## src/rtl/flash_bus_pkg.sv

```systemverilog
package flash_bus_pkg;

    localparam int DATA_W = 8;

    // Command register states
    typedef enum logic [2:0] {
        CS_READ   = 3'd0,
        CS_IDENT  = 3'd1,
        CS_PSETUP = 3'd2,
        CS_ESETUP = 3'd3,
        CS_VERIFY = 3'd4
    } cmd_state_e;

    // Bus cycle classification
    typedef enum logic [1:0] {
        BM_IDLE   = 2'd0,
        BM_OUTDIS = 2'd1,
        BM_READ   = 2'd2,
        BM_WRITE  = 2'd3
    } bus_mode_e;

    // Synchronized pin bundle
    typedef struct packed {
        logic ce_n;
        logic oe_n;
        logic we_n;
        logic vpp_hi;
        logic a9_hv;
        logic vcc_ok;
    } pin_vec_t;

    localparam int PIN_W = $bits(pin_vec_t);
    localparam pin_vec_t PIN_IDLE = '{ce_n: 1'b1, oe_n: 1'b1, we_n: 1'b1,
                                      vpp_hi: 1'b0, a9_hv: 1'b0, vcc_ok: 1'b0};

    localparam logic [DATA_W-1:0] OP_READ   = 8'h00;
    localparam logic [DATA_W-1:0] OP_IDENT  = 8'h90;
    localparam logic [DATA_W-1:0] OP_PSETUP = 8'h40;
    localparam logic [DATA_W-1:0] OP_ESETUP = 8'h20;
    localparam logic [DATA_W-1:0] OP_ECONF  = 8'h20;
    localparam logic [DATA_W-1:0] OP_RESET  = 8'hFF;

    localparam logic [DATA_W-1:0] ID_MAKER  = 8'h89;
    localparam logic [DATA_W-1:0] ID_PART   = 8'hBD;
    localparam logic [DATA_W-1:0] BYTE_BLANK = 8'hFF;

    // Array write request carried from command logic to storage
    typedef struct packed {
        logic              prog;
        logic              erase;
        logic [DATA_W-1:0] data;
    } array_req_t;

    function automatic bus_mode_e classify(input logic ce_n, input logic oe_n,
                                           input logic we_n);
        if (ce_n)       return BM_IDLE;
        else if (!oe_n) return BM_READ;
        else if (!we_n) return BM_WRITE;
        else            return BM_OUTDIS;
    endfunction

    function automatic logic [DATA_W-1:0] ident_byte(input logic sel);
        return sel ? ID_PART : ID_MAKER;
    endfunction

endpackage

```

## src/rtl/flash_pin_sync.sv

```systemverilog
module flash_pin_sync
    import flash_bus_pkg::*;
#(
    parameter int STAGES = 2
) (
    input  logic     clk,
    input  logic     rst,
    input  pin_vec_t pins_in,
    output pin_vec_t pins_out
);
    pin_vec_t chain [STAGES];

    generate
        for (genvar s = 0; s < STAGES; s++) begin : g_stage
            always_ff @(posedge clk) begin
                if (rst) begin
                    chain[s] <= PIN_IDLE;
                end else if (s == 0) begin
                    chain[s] <= pins_in;
                end else begin
                    chain[s] <= chain[(s == 0) ? 0 : s-1];
                end
            end
        end
    endgenerate

    assign pins_out = chain[STAGES-1];
endmodule

```

## src/rtl/flash_cmd_fsm.sv

```systemverilog
module flash_cmd_fsm
    import flash_bus_pkg::*;
(
    input  logic              clk,
    input  logic              rst,
    input  logic              cmd_en,
    input  logic              wr_evt,
    input  logic [DATA_W-1:0] wr_data,
    output cmd_state_e        state,
    output logic              prog_en,
    output logic              erase_en
);
    cmd_state_e next_state;

    always_comb begin
        next_state = state;
        case (state)
            CS_PSETUP: next_state = CS_VERIFY;
            CS_ESETUP: next_state = (wr_data == OP_ECONF) ? CS_VERIFY : CS_READ;
            default: begin
                case (wr_data)
                    OP_READ, OP_RESET: next_state = CS_READ;
                    OP_IDENT:          next_state = CS_IDENT;
                    OP_PSETUP:         next_state = CS_PSETUP;
                    OP_ESETUP:         next_state = CS_ESETUP;
                    default:           next_state = state;
                endcase
            end
        endcase
    end

    always_ff @(posedge clk) begin
        if (rst) begin
            state <= CS_READ;
        end else if (!cmd_en) begin
            state <= CS_READ;
        end else if (wr_evt) begin
            state <= next_state;
        end
    end

    assign prog_en  = cmd_en && wr_evt && (state == CS_PSETUP);
    assign erase_en = cmd_en && wr_evt && (state == CS_ESETUP) && (wr_data == OP_ECONF);
endmodule

```

## src/rtl/flash_array.sv

```systemverilog
module flash_array
    import flash_bus_pkg::*;
#(
    parameter int AW = 4
) (
    input  logic              clk,
    input  logic              rst,
    input  array_req_t        req,
    input  logic [AW-1:0]     wr_addr,
    input  logic [AW-1:0]     rd_addr,
    output logic [DATA_W-1:0] rd_data
);
    localparam int DEPTH = 1 << AW;

    logic [DATA_W-1:0] mem [DEPTH];

    generate
        for (genvar i = 0; i < DEPTH; i++) begin : g_byte
            always_ff @(posedge clk) begin
                if (rst || req.erase) begin
                    mem[i] <= BYTE_BLANK;
                end else if (req.prog && (wr_addr == AW'(i))) begin
                    mem[i] <= mem[i] & req.data;
                end
            end
        end
    endgenerate

    assign rd_data = mem[rd_addr];
endmodule

```

## src/rtl/flash_bus_ctrl.sv

```systemverilog
module flash_bus_ctrl
    import flash_bus_pkg::*;
#(
    parameter int ADDR_W      = 18,
    parameter int ARR_AW      = 4,
    parameter int SYNC_STAGES = 2
) (
    input  logic              clk,
    input  logic              rst,
    input  logic              ce_n,
    input  logic              oe_n,
    input  logic              we_n,
    input  logic [ADDR_W-1:0] addr,
    input  logic [DATA_W-1:0] din,
    input  logic              vpp_hi,
    input  logic              a9_hv,
    input  logic              vcc_ok,
    output logic [DATA_W-1:0] dout,
    output logic              dout_en
);
    pin_vec_t          pins_raw;
    pin_vec_t          pins_s;
    logic              we_prev;
    logic              we_rise;
    logic              wr_evt;
    logic              cmd_en;
    logic [ARR_AW-1:0] lat_addr;
    logic [DATA_W-1:0] lat_data;
    cmd_state_e        state;
    logic              prog_en;
    logic              erase_en;
    array_req_t        arr_req;
    logic [DATA_W-1:0] arr_rd;
    bus_mode_e         mode;
    logic              unused_addr_hi;

    assign unused_addr_hi = ^addr[ADDR_W-1:ARR_AW];

    assign pins_raw = '{ce_n: ce_n, oe_n: oe_n, we_n: we_n,
                        vpp_hi: vpp_hi, a9_hv: a9_hv, vcc_ok: vcc_ok};

    flash_pin_sync #(.STAGES(SYNC_STAGES)) u_sync (
        .clk      (clk),
        .rst      (rst),
        .pins_in  (pins_raw),
        .pins_out (pins_s)
    );

    // Write strobe edge detect and address/data capture while strobe is low
    always_ff @(posedge clk) begin
        if (rst) begin
            we_prev  <= 1'b1;
            lat_addr <= '0;
            lat_data <= '0;
        end else begin
            we_prev <= pins_s.we_n;
            if (!pins_s.we_n) begin
                lat_addr <= addr[ARR_AW-1:0];
                lat_data <= din;
            end
        end
    end

    assign we_rise = pins_s.we_n && !we_prev;
    assign wr_evt  = we_rise && !pins_s.ce_n && pins_s.oe_n;
    assign cmd_en  = pins_s.vpp_hi && pins_s.vcc_ok;

    flash_cmd_fsm u_fsm (
        .clk      (clk),
        .rst      (rst),
        .cmd_en   (cmd_en),
        .wr_evt   (wr_evt),
        .wr_data  (lat_data),
        .state    (state),
        .prog_en  (prog_en),
        .erase_en (erase_en)
    );

    assign arr_req = '{prog: prog_en, erase: erase_en, data: lat_data};

    flash_array #(.AW(ARR_AW)) u_arr (
        .clk     (clk),
        .rst     (rst),
        .req     (arr_req),
        .wr_addr (lat_addr),
        .rd_addr (addr[ARR_AW-1:0]),
        .rd_data (arr_rd)
    );

    // Read path: high-voltage identifier first, then command register
    assign mode    = classify(pins_s.ce_n, pins_s.oe_n, pins_s.we_n);
    assign dout_en = (mode == BM_READ);

    always_comb begin
        if (!dout_en) begin
            dout = '0;
        end else if (pins_s.a9_hv) begin
            dout = ident_byte(addr[0]);
        end else if (cmd_en && (state == CS_IDENT)) begin
            dout = ident_byte(addr[0]);
        end else begin
            dout = arr_rd;
        end
    end
endmodule

```

## config.mk

```make
export PLATFORM = sky130hd
export DESIGN_NAME = flash_bus_ctrl
export DESIGN_NICKNAME = d
export VERILOG_FILES = /design/src/rtl/flash_bus_pkg.sv /design/src/rtl/flash_pin_sync.sv /design/src/rtl/flash_cmd_fsm.sv /design/src/rtl/flash_array.sv /design/src/rtl/flash_bus_ctrl.sv
export SDC_FILE = /design/constraint.sdc
export NUM_CORES = 1
export LEC_CHECK = 0
export CORE_MARGIN = 2
export CORE_UTILIZATION = 68
export DETAILED_ROUTE_END_ITERATION = 6
export DONT_BUFFER_PORTS = 1
export GPL_TIMING_DRIVEN = 0
export PLACE_DENSITY = 0.85
export SYNTH_ARGS = -nofsm -noshare
export SYNTH_HDL_FRONTEND = slang
export SYNTH_HIERARCHICAL = 1
export SYNTH_SLANG_ARGS = --single-unit
```

## constraint.sdc

```tcl
create_clock -name clk -period 4.99 [get_ports clk]
set_input_delay 0.7485 -clock clk [delete_from_list [all_inputs] [get_ports clk]]
set_output_delay 0.7485 -clock clk [all_outputs]
set_load 0.01 [all_outputs]
```

==> out/metrics.json, run 1 <==
{
  "setup.worst_path.end_class": "output port",
  "finalCritPeriodShare_pct": 67.6,
  "peak_freq_mhz": 297,
  "maximum_number_of_pins_on_one_net_before_global_route_repair": 17,
  "grt.met1_usage_pct": 45.0,
  "detail_route.wirelength_um": 18700,
  "route.detailed.drc": 2,
  "layout.nets": 605,
  "yosys_warnings": 6,
  "cts_htree_levels": 4,
  "ctsLongestPathBuffers": 2,
  "synth_top_area_share_pct": 51.8,
  "rows": 38,
  "cts-buffers-inserted": 17,
  "detailedPlacementHpwl_um": 12500,
  "synth_cell_types": 51,
  "die_x_um": 108,
  "area.growth.synth_to_final_pct": 10.5,
  "synth_async_sr_flop_share_pct": 0,
  "clock-sinks": 156,
  "grt_pass1_vias": 5050,
  "worst_pin_slew_ns": 1.49,
  "period_minus_slack_ns": 3.37,
  "tritoncts": "yes",
  "grt_util_met2_pct": 53.8,
  "postSynth.topFlopCell": "edfxtp_1",
  "fin_skew_ns": 0.00533,
  "worst-endpoint-required_ns": 4.24,
  "cts_setup_buffers": 0,
  "path_buf_inv": 2,
  "routed-via-count": 5139,
  "hold_class": "in -> reg",
  "worst-path-max-fanout": 10,
  "postSynthCellCount": 551,
  "worst_ep_arrival_time_ns": 2.62,
  "power_density_nw_per_um2": 345,
  "delay_contributed_by_the_slowest_stage_of_the_critical_path_ns": 0.58,
  "fp.dieArea_um2": 11800,
  "post-route-worst-setup-slack_ns": 1.62,
  "effective_utilization_at_floorplan_pct": 69.1,
  "ys_top_cells_by_count": "edfxtp_1 (128), a21o_1 (96), nand2_1 (80), dfxtp_1 (28), clkbuf_1 (21)",
  "route.detailed.wl_per_inst_um": 25.8,
  "track_usage_pct": 34.4,
  "maxCapViolCount": 1,
  "ctsHoldBuffers": 0,
  "finalSetupViolCount": 0,
  "vdd.ir_drop.worst_mv": 0.222,
  "number_of_flops_mapped_to_enable_cells_by_yosys": 128,
  "rsz_0062_raised_after_global_routing": "no",
  "dpl_worst_slack_ns": 1.69,
  "syn-cell-area_um2": 7420,
  "post-synth-top-count-cell": "edfxtp_1",
  "maxSlewViolCount": 1,
  "place_inst": 691,
  "largest_delay_share_family_worst_path": "buffers and inverters",
  "run_status": "finished, violations left",
  "critical-path-top-cell-by-count": "nand2_1",
  "final.setup.tns_ns": 0,
  "post_drt_via_cell_ratio": 7.10,
  "synthesis.area_per_instance_um2": 13.5,
  "n_antenna_cell": 0,
  "drtIter0Drc": 728,
  "post_layout_nonfiller_instances": 724,
  "setup.worst_path.start_class": "input pin",
  "post_synth_main_area_contributors": "edfxtp_1 (52%), a21o_1 (9.7%), dfxtp_1 (7.6%)",
  "fraction_of_final_layout_cells_with_drive_strength_greater_than_1_pct": 13.0,
  "final_replace_weighted_congestion": 0.888,
  "drt-pass1-iter-count": 7,
  "antenna_found_initial": 0,
  "grt_pass1_wl_um": 28800,
  "fp.dieH_um": 108,
  "layer_with_the_highest_usage_after_global_routing": "met2",
  "timing.max_slew.rel_slack_pct": -0.263,
  "failed_checks": "DRC, capacitance limit, slew limit",
  "cts.root.buffer_cell": "clkbuf_8",
  "timing.critical_path.cells": "buf_2, clkbuf_1, mux4_2, a22oi_1, nand2_1, nand2_1, mux2i_1",
  "post_cts_resized": 0,
  "clk-insertion-delay-late_ns": 0.54,
  "gr-usage-met3_pct": 8.56,
  "synth_seq_cells": 156,
  "worst_setup_hold_path_clk_slew_ns": 0.06,
  "worst-setup-path-type": "in -> out",
  "timing_hold_violations_final": 0,
  "whs_ns": 0.277,
  "leakage_nw": 2.45,
  "syn_nets": 585,
  "top_level_ports": 43,
  "slowest_stage": "clkbuf_1",
  "gr-total-overflow": 0,
  "post-synth-top-area-cell": "edfxtp_1",
  "synth_seq_area_share_pct": 59.3,
  "coreArea_um2": 10700,
  "numPortBuffers": 0,
  "route.antenna.remaining_nets": 0
}
where the power goes:
| group | total [W] | switching, W | internal [W] |
|---|---|---|---|
| clock network | 0.00127 | 0.000525 | 0.000749 |
| logic | 0.000136 | 0.0000946 | 0.0000414 |
| registers | 0.00142 | 0.00000756 | 0.00141 |
path summary, 6_finish.rpt:
path | from | endpoint | slack [ns] | cells after the start
worst max register to register | u_sync/chain[1][3]$_SDFF_PP1_ | u_arr/mem[13][6]$_SDFFCE_PN1P_ | 1.85 | 6
worst min register to register | u_sync/chain[0][4]$_SDFF_PP1_ | u_sync/chain[1][4]$_SDFF_PP1_ | 0.41 | 1
worst min-delay path | rst | lat_data[5]$_SDFFE_PP0N_ | 0.28 | 1
worst max-delay path | addr[1] | dout[4] | 1.62 | 7
sequential cells by signal, indices dropped and copies added (netlist names):
signal	cells
lat_addr	4
lat_data	8
u_arr/mem	128
u_fsm/state	3
u_sync/chain	12
we_prev	1
cell usage in the layout (no fill, tap or decap), types with 3 or more instances in the layout:
master,count
nand3_1,10
nand4_1,5
buf_2,8
buf_6,4
nor2b_1,11
nor3_2,4
and3_1,4
clkinv_4,4
o21ai_1,6
edfxtp_1,128
o21ai_0,11
a21oi_1,3
a22oi_1,16
mux4_1,15
nand2_1,80
nand2b_1,3
a21o_1,96
nor2_1,18
mux2i_1,16
and2_1,3
clkbuf_1,22
mux4_2,17
dfxtp_1,28
or2_1,6
inv_1,5
clkbuf_16,20
final cells by class:
type                            count  area, um^2
Multi-Input combinational cell    354        2810
Sequential cell                   156        4400
Inverter                            6        22.5
Fill cell                         637        2540
Clock inverter                      9        68.8
Timing Repair Buffer                1        5.00
Clock buffer                       23         532
Tap cell                          140         175
Buffer                             35         190
cell families (layout without fill, tap and decap cells):
kind of cell	Yosys count	count (layout)	synth area share, %
AO/OA/AOI/OAI	138	138	13.6
XOR/XNOR	1	1	0.118
buffers and inverters	41	74	2.87
flip-flops	156	156	59.3
multiplexers	48	48	12.6
AND/OR/NAND/NOR	167	167	11.5
per-layer routing:
layer	wire, um	up-vias
met1	6670	2505
met3	2080	97
li1	-	2153
met2	8940	384
met5	0	-
met4	1020	0
metrics by stage:
step	power, W	util, %	cell area, um^2
2_1_floorplan	0.00153	-	7420
3_3_place_gp	0.00157	70.7	7600
3_5_place_dp	0.00158	70.7	7600
4_1_cts	0.00283	76.3	8200
5_1_grt	0.00290	76.4	8200
6_report	0.00283	76.4	8200
worst register-to-register path: stages, from the launching register on:
cell	delay [ns]
dfxtp_1	0.30
buf_2	0.17
and4bb_2	0.32
and3b_1	0.25
and3_1	0.36
nand3_1	0.18
o21ai_0	1.17
No activity file was read; power rests on OpenSTA's default activity.
==> inputs of run 2 (changes only) <==
--- a/config.mk
+++ b/config.mk
@@ -6,11 +6,11 @@
 export NUM_CORES = 1
 export LEC_CHECK = 0
 export CORE_MARGIN = 2
-export CORE_UTILIZATION = 68
+export CORE_UTILIZATION = 57
 export DETAILED_ROUTE_END_ITERATION = 6
 export DONT_BUFFER_PORTS = 1
 export GPL_TIMING_DRIVEN = 0
-export PLACE_DENSITY = 0.85
+export PLACE_DENSITY = 0.76
 export SYNTH_ARGS = -nofsm -noshare
 export SYNTH_HDL_FRONTEND = slang
 export SYNTH_HIERARCHICAL = 1
==> constraint.sdc (replaced) <==
create_clock -name clk -period 2.8 [get_ports clk]
set_input_delay 0.42 -clock clk [delete_from_list [all_inputs] [get_ports clk]]
set_output_delay 0.42 -clock clk [all_outputs]
set_load 0.01 [all_outputs]
==> run 2 against run 1 <==
The flow now finishes without violations. Non-clock buffer count shrank 1. Final area grew 1.5%. Worst hold slack lost 0.22 ns. Via count shrank 3.2%. Combinational power grew 82%.
==> out/metrics.json, run 2 (synthesis gave the netlist of run 1 again) <==
{
  "run_status": "finished, final reports clean",
  "timing.max_slew.rel_slack_pct": 38.0,
  "leakage_nw": 2.47,
  "hold_class": "in -> reg",
  "whs_ns": 0.0592,
  "regMostFlops": "u_arr/mem",
  "largest_delay_share_family_worst_path": "simple AND/OR/NAND/NOR gates",
  "timing.critical_path.cells": "buf_2, and4bb_2, and3b_1, and3_2, nor3b_2, buf_2, nand3_1, a21o_1",
  "ctsLongestPathBuffers": 2,
  "post-route-worst-setup-slack_ns": 0.00398,
  "cts_htree_levels": 4,
  "detailedPlacementHpwl_um": 12500,
  "clock-sinks": 156,
  "period_minus_slack_ns": 2.80,
  "timing.hold.worst_endpoint": "lat_data[6]$_SDFFE_PP0N_",
  "effective_utilization_at_floorplan_pct": 58.6,
  "final_area_um2": 8330,
  "slowest_stage": "nand3_1",
  "drt-pass1-iter-count": 5,
  "antenna_found_initial": 1,
  "p_clk_share_pct": 45.2,
  "min_path_cells": 1,
  "grt_pass1_wl_um": 28400,
  "grt_pass1_vias": 4981,
  "dpl_worst_slack_ns": -0.262,
  "cts.root.buffer_cell": "clkbuf_16",
  "area.growth.synth_to_final_pct": 12.2,
  "timing_hold_violations_final": 0,
  "power_frac_comb_pct": 4.9,
  "setup.worst_path.start_class": "register",
  "clk-insertion-delay-late_ns": 0.43,
  "p_sw_w": 0.00108,
  "layout.nets": 604,
  "tritoncts": "yes",
  "maximum_number_of_pins_on_one_net_before_global_route_repair": 17,
  "fraction_of_final_layout_cells_with_drive_strength_greater_than_1_pct": 15.4,
  "fin_skew_ns": 0.00740,
  "coreArea_um2": 12700,
  "worst-path-max-fanout": 10,
  "numPortBuffers": 0,
  "rows": 41,
  "regs_by_ff_count": "u_arr/mem: 128 flops, u_sync/chain: 12 flops, lat_data: 8 flops",
  "power_frac_seq_pct": 49.9,
  "peak_freq_mhz": 358,
  "post_drt_via_cell_ratio": 6.59,
  "worst_r2r_startpoint": "u_sync/chain[1][3]$_SDFF_PP1_",
  "final_replace_weighted_congestion": 0.935,
  "detail_route.wirelength_um": 18400,
  "fp.dieArea_um2": 14000,
  "regToRegSetupSlack_ns": 0.004,
  "cts-buffers-inserted": 17,
  "worst_hold_startpoint": "rst",
  "largest_register_ffs": 128,
  "track_usage_pct": 27.6,
  "n_fill_cell": 929,
  "critical-path-top-cell-by-count": "buf_2",
  "drtIter0Drc": 536,
  "n_antenna_cell": 0,
  "worst_ep_arrival_time_ns": 2.98,
  "power.internal_w": 0.00399,
  "path_buf_inv": 2,
  "fp.dieH_um": 118,
  "layout.cells.most_common_list": "edfxtp_1 (128), a21o_1 (96), nand2_1 (80), dfxtp_1 (28), clkbuf_1 (21)",
  "finalSetupViolCount": 0,
  "postPlaceCellArea_um2": 7640,
  "delay_contributed_by_the_slowest_stage_of_the_critical_path_ns": 0.36,
  "worst-endpoint-required_ns": 2.98,
  "die_x_um": 118,
  "power_density_nw_per_um2": 608,
  "worst_setup_hold_path_clk_slew_ns": 0.06,
  "route.antenna.remaining_nets": 0,
  "worst_pin_slew_ns": 0.924,
  "finalCritPeriodShare_pct": 99.9,
  "top_level_ports": 43,
  "setup.worst_path.start": "u_sync/chain[1][3]$_SDFF_PP1_",
  "maxSlewViolCount": 0,
  "vdd.ir_drop.worst_mv": 0.622,
  "setup.worst_path.end_class": "register",
  "route.detailed.drc": 0,
  "cts_setup_buffers": 0,
  "routed-via-count": 4976,
  "worst_r2r_path_depth": 8,
  "worst-setup-path-type": "reg -> reg",
  "most_common_library_cell_in_the_layout_ignoring_fill_and_taps": "edfxtp_1",
  "worst_reg2reg_endpoint": "u_arr/mem[11][0]$_SDFFCE_PN1P_",
  "rsz_0062_raised_after_global_routing": "yes",
  "route.detailed.wl_per_inst_um": 24.4,
  "maxCapViolCount": 0,
  "power.share.switching_pct": 21.2,
  "gr-total-overflow": 0
}
==> run 2: changes by cell type in the layout (fill, tap and decap cells not counted), moves of 2 or more <==
| cell | previous run | this run |
|---|---|---|
| clkinv_4 | 4 | 1 |
| o21ai_0 | 11 | 1 |
| nor3_4 | 0 | 4 |
| nor3_2 | 4 | 0 |
| nand3_1 | 10 | 8 |
| nand3_2 | 0 | 2 |
| o21ai_2 | 0 | 9 |
| clkinv_2 | 1 | 4 |
==> run 2: what timing repair did <==
action                                  in CTS  in global routing
hold buffers                                 0                  0
resized for setup                           13                 20
endpoints found under the setup margin     128                228
==> run 2: worst max path at each step <==
stage                                                end  cells after the start  slack (ns)
after detailed placement   u_arr/mem[9][3]$_SDFFCE_PN1P_                      6       -0.26
after global routing      u_arr/mem[11][1]$_SDFFCE_PN1P_                      8       -0.11
after CTS                  u_arr/mem[0][2]$_SDFFCE_PN1P_                      6       -0.26
final                     u_arr/mem[11][0]$_SDFFCE_PN1P_                      8       0.004
after global placement     u_arr/mem[4][7]$_SDFFCE_PN1P_                      6       -0.27
after floorplan            u_arr/mem[5][0]$_SDFFCE_PN1P_                      6        0.45
==> run 2: power by group through the flow <==
stage | sequential, W | clock, W | combinational (W)
after global placement | 0.00258 | 0 | 0.000228
final | 0.00253 | 0.00229 | 0.000248
after floorplan | 0.00257 | 0 | 0.000163
after CTS | 0.00253 | 0.00232 | 0.000237
after global routing | 0.00253 | 0.00240 | 0.000264
after detailed placement | 0.00258 | 0 | 0.000233
==> run 2: layout make-up <==
cell class | count | area, um^2 | share of cell area [%]
Sequential cell | 156 | 4400 | 52.9
Tap cell | 172 | 215 | 2.58
Inverter | 6 | 22.5 | 0.271
Clock buffer | 23 | 520 | 6.25
Multi-Input combinational cell | 354 | 2890 | 34.8
Clock inverter | 9 | 77.6 | 0.932
Buffer | 35 | 191 | 2.30
==> run 2: routing by layer <==
layer | vias up | part of all wire (%) | track usage [%]
li1 | 2145 | - | -
met1 | 2550 | 40 | 36.1
met2 | 243 | 51 | 44.8
met3 | 38 | 7.6 | 6.98
met4 | 0 | 2.0 | 10.0
met5 | - | 0 | 0
==> run 2: metrics by stage <==
stage	TNS (ns)	instances	utilization [%]	total power [W]
finish	0	755	65.7	0.00506
global route	-2.99	755	65.7	0.00519
CTS	-11.44	755	65.1	0.00508
detailed placement	-22.08	723	60.3	0.00281
global placement	-16.42	723	60.3	0.00280
floorplan	0	551	-	0.00273
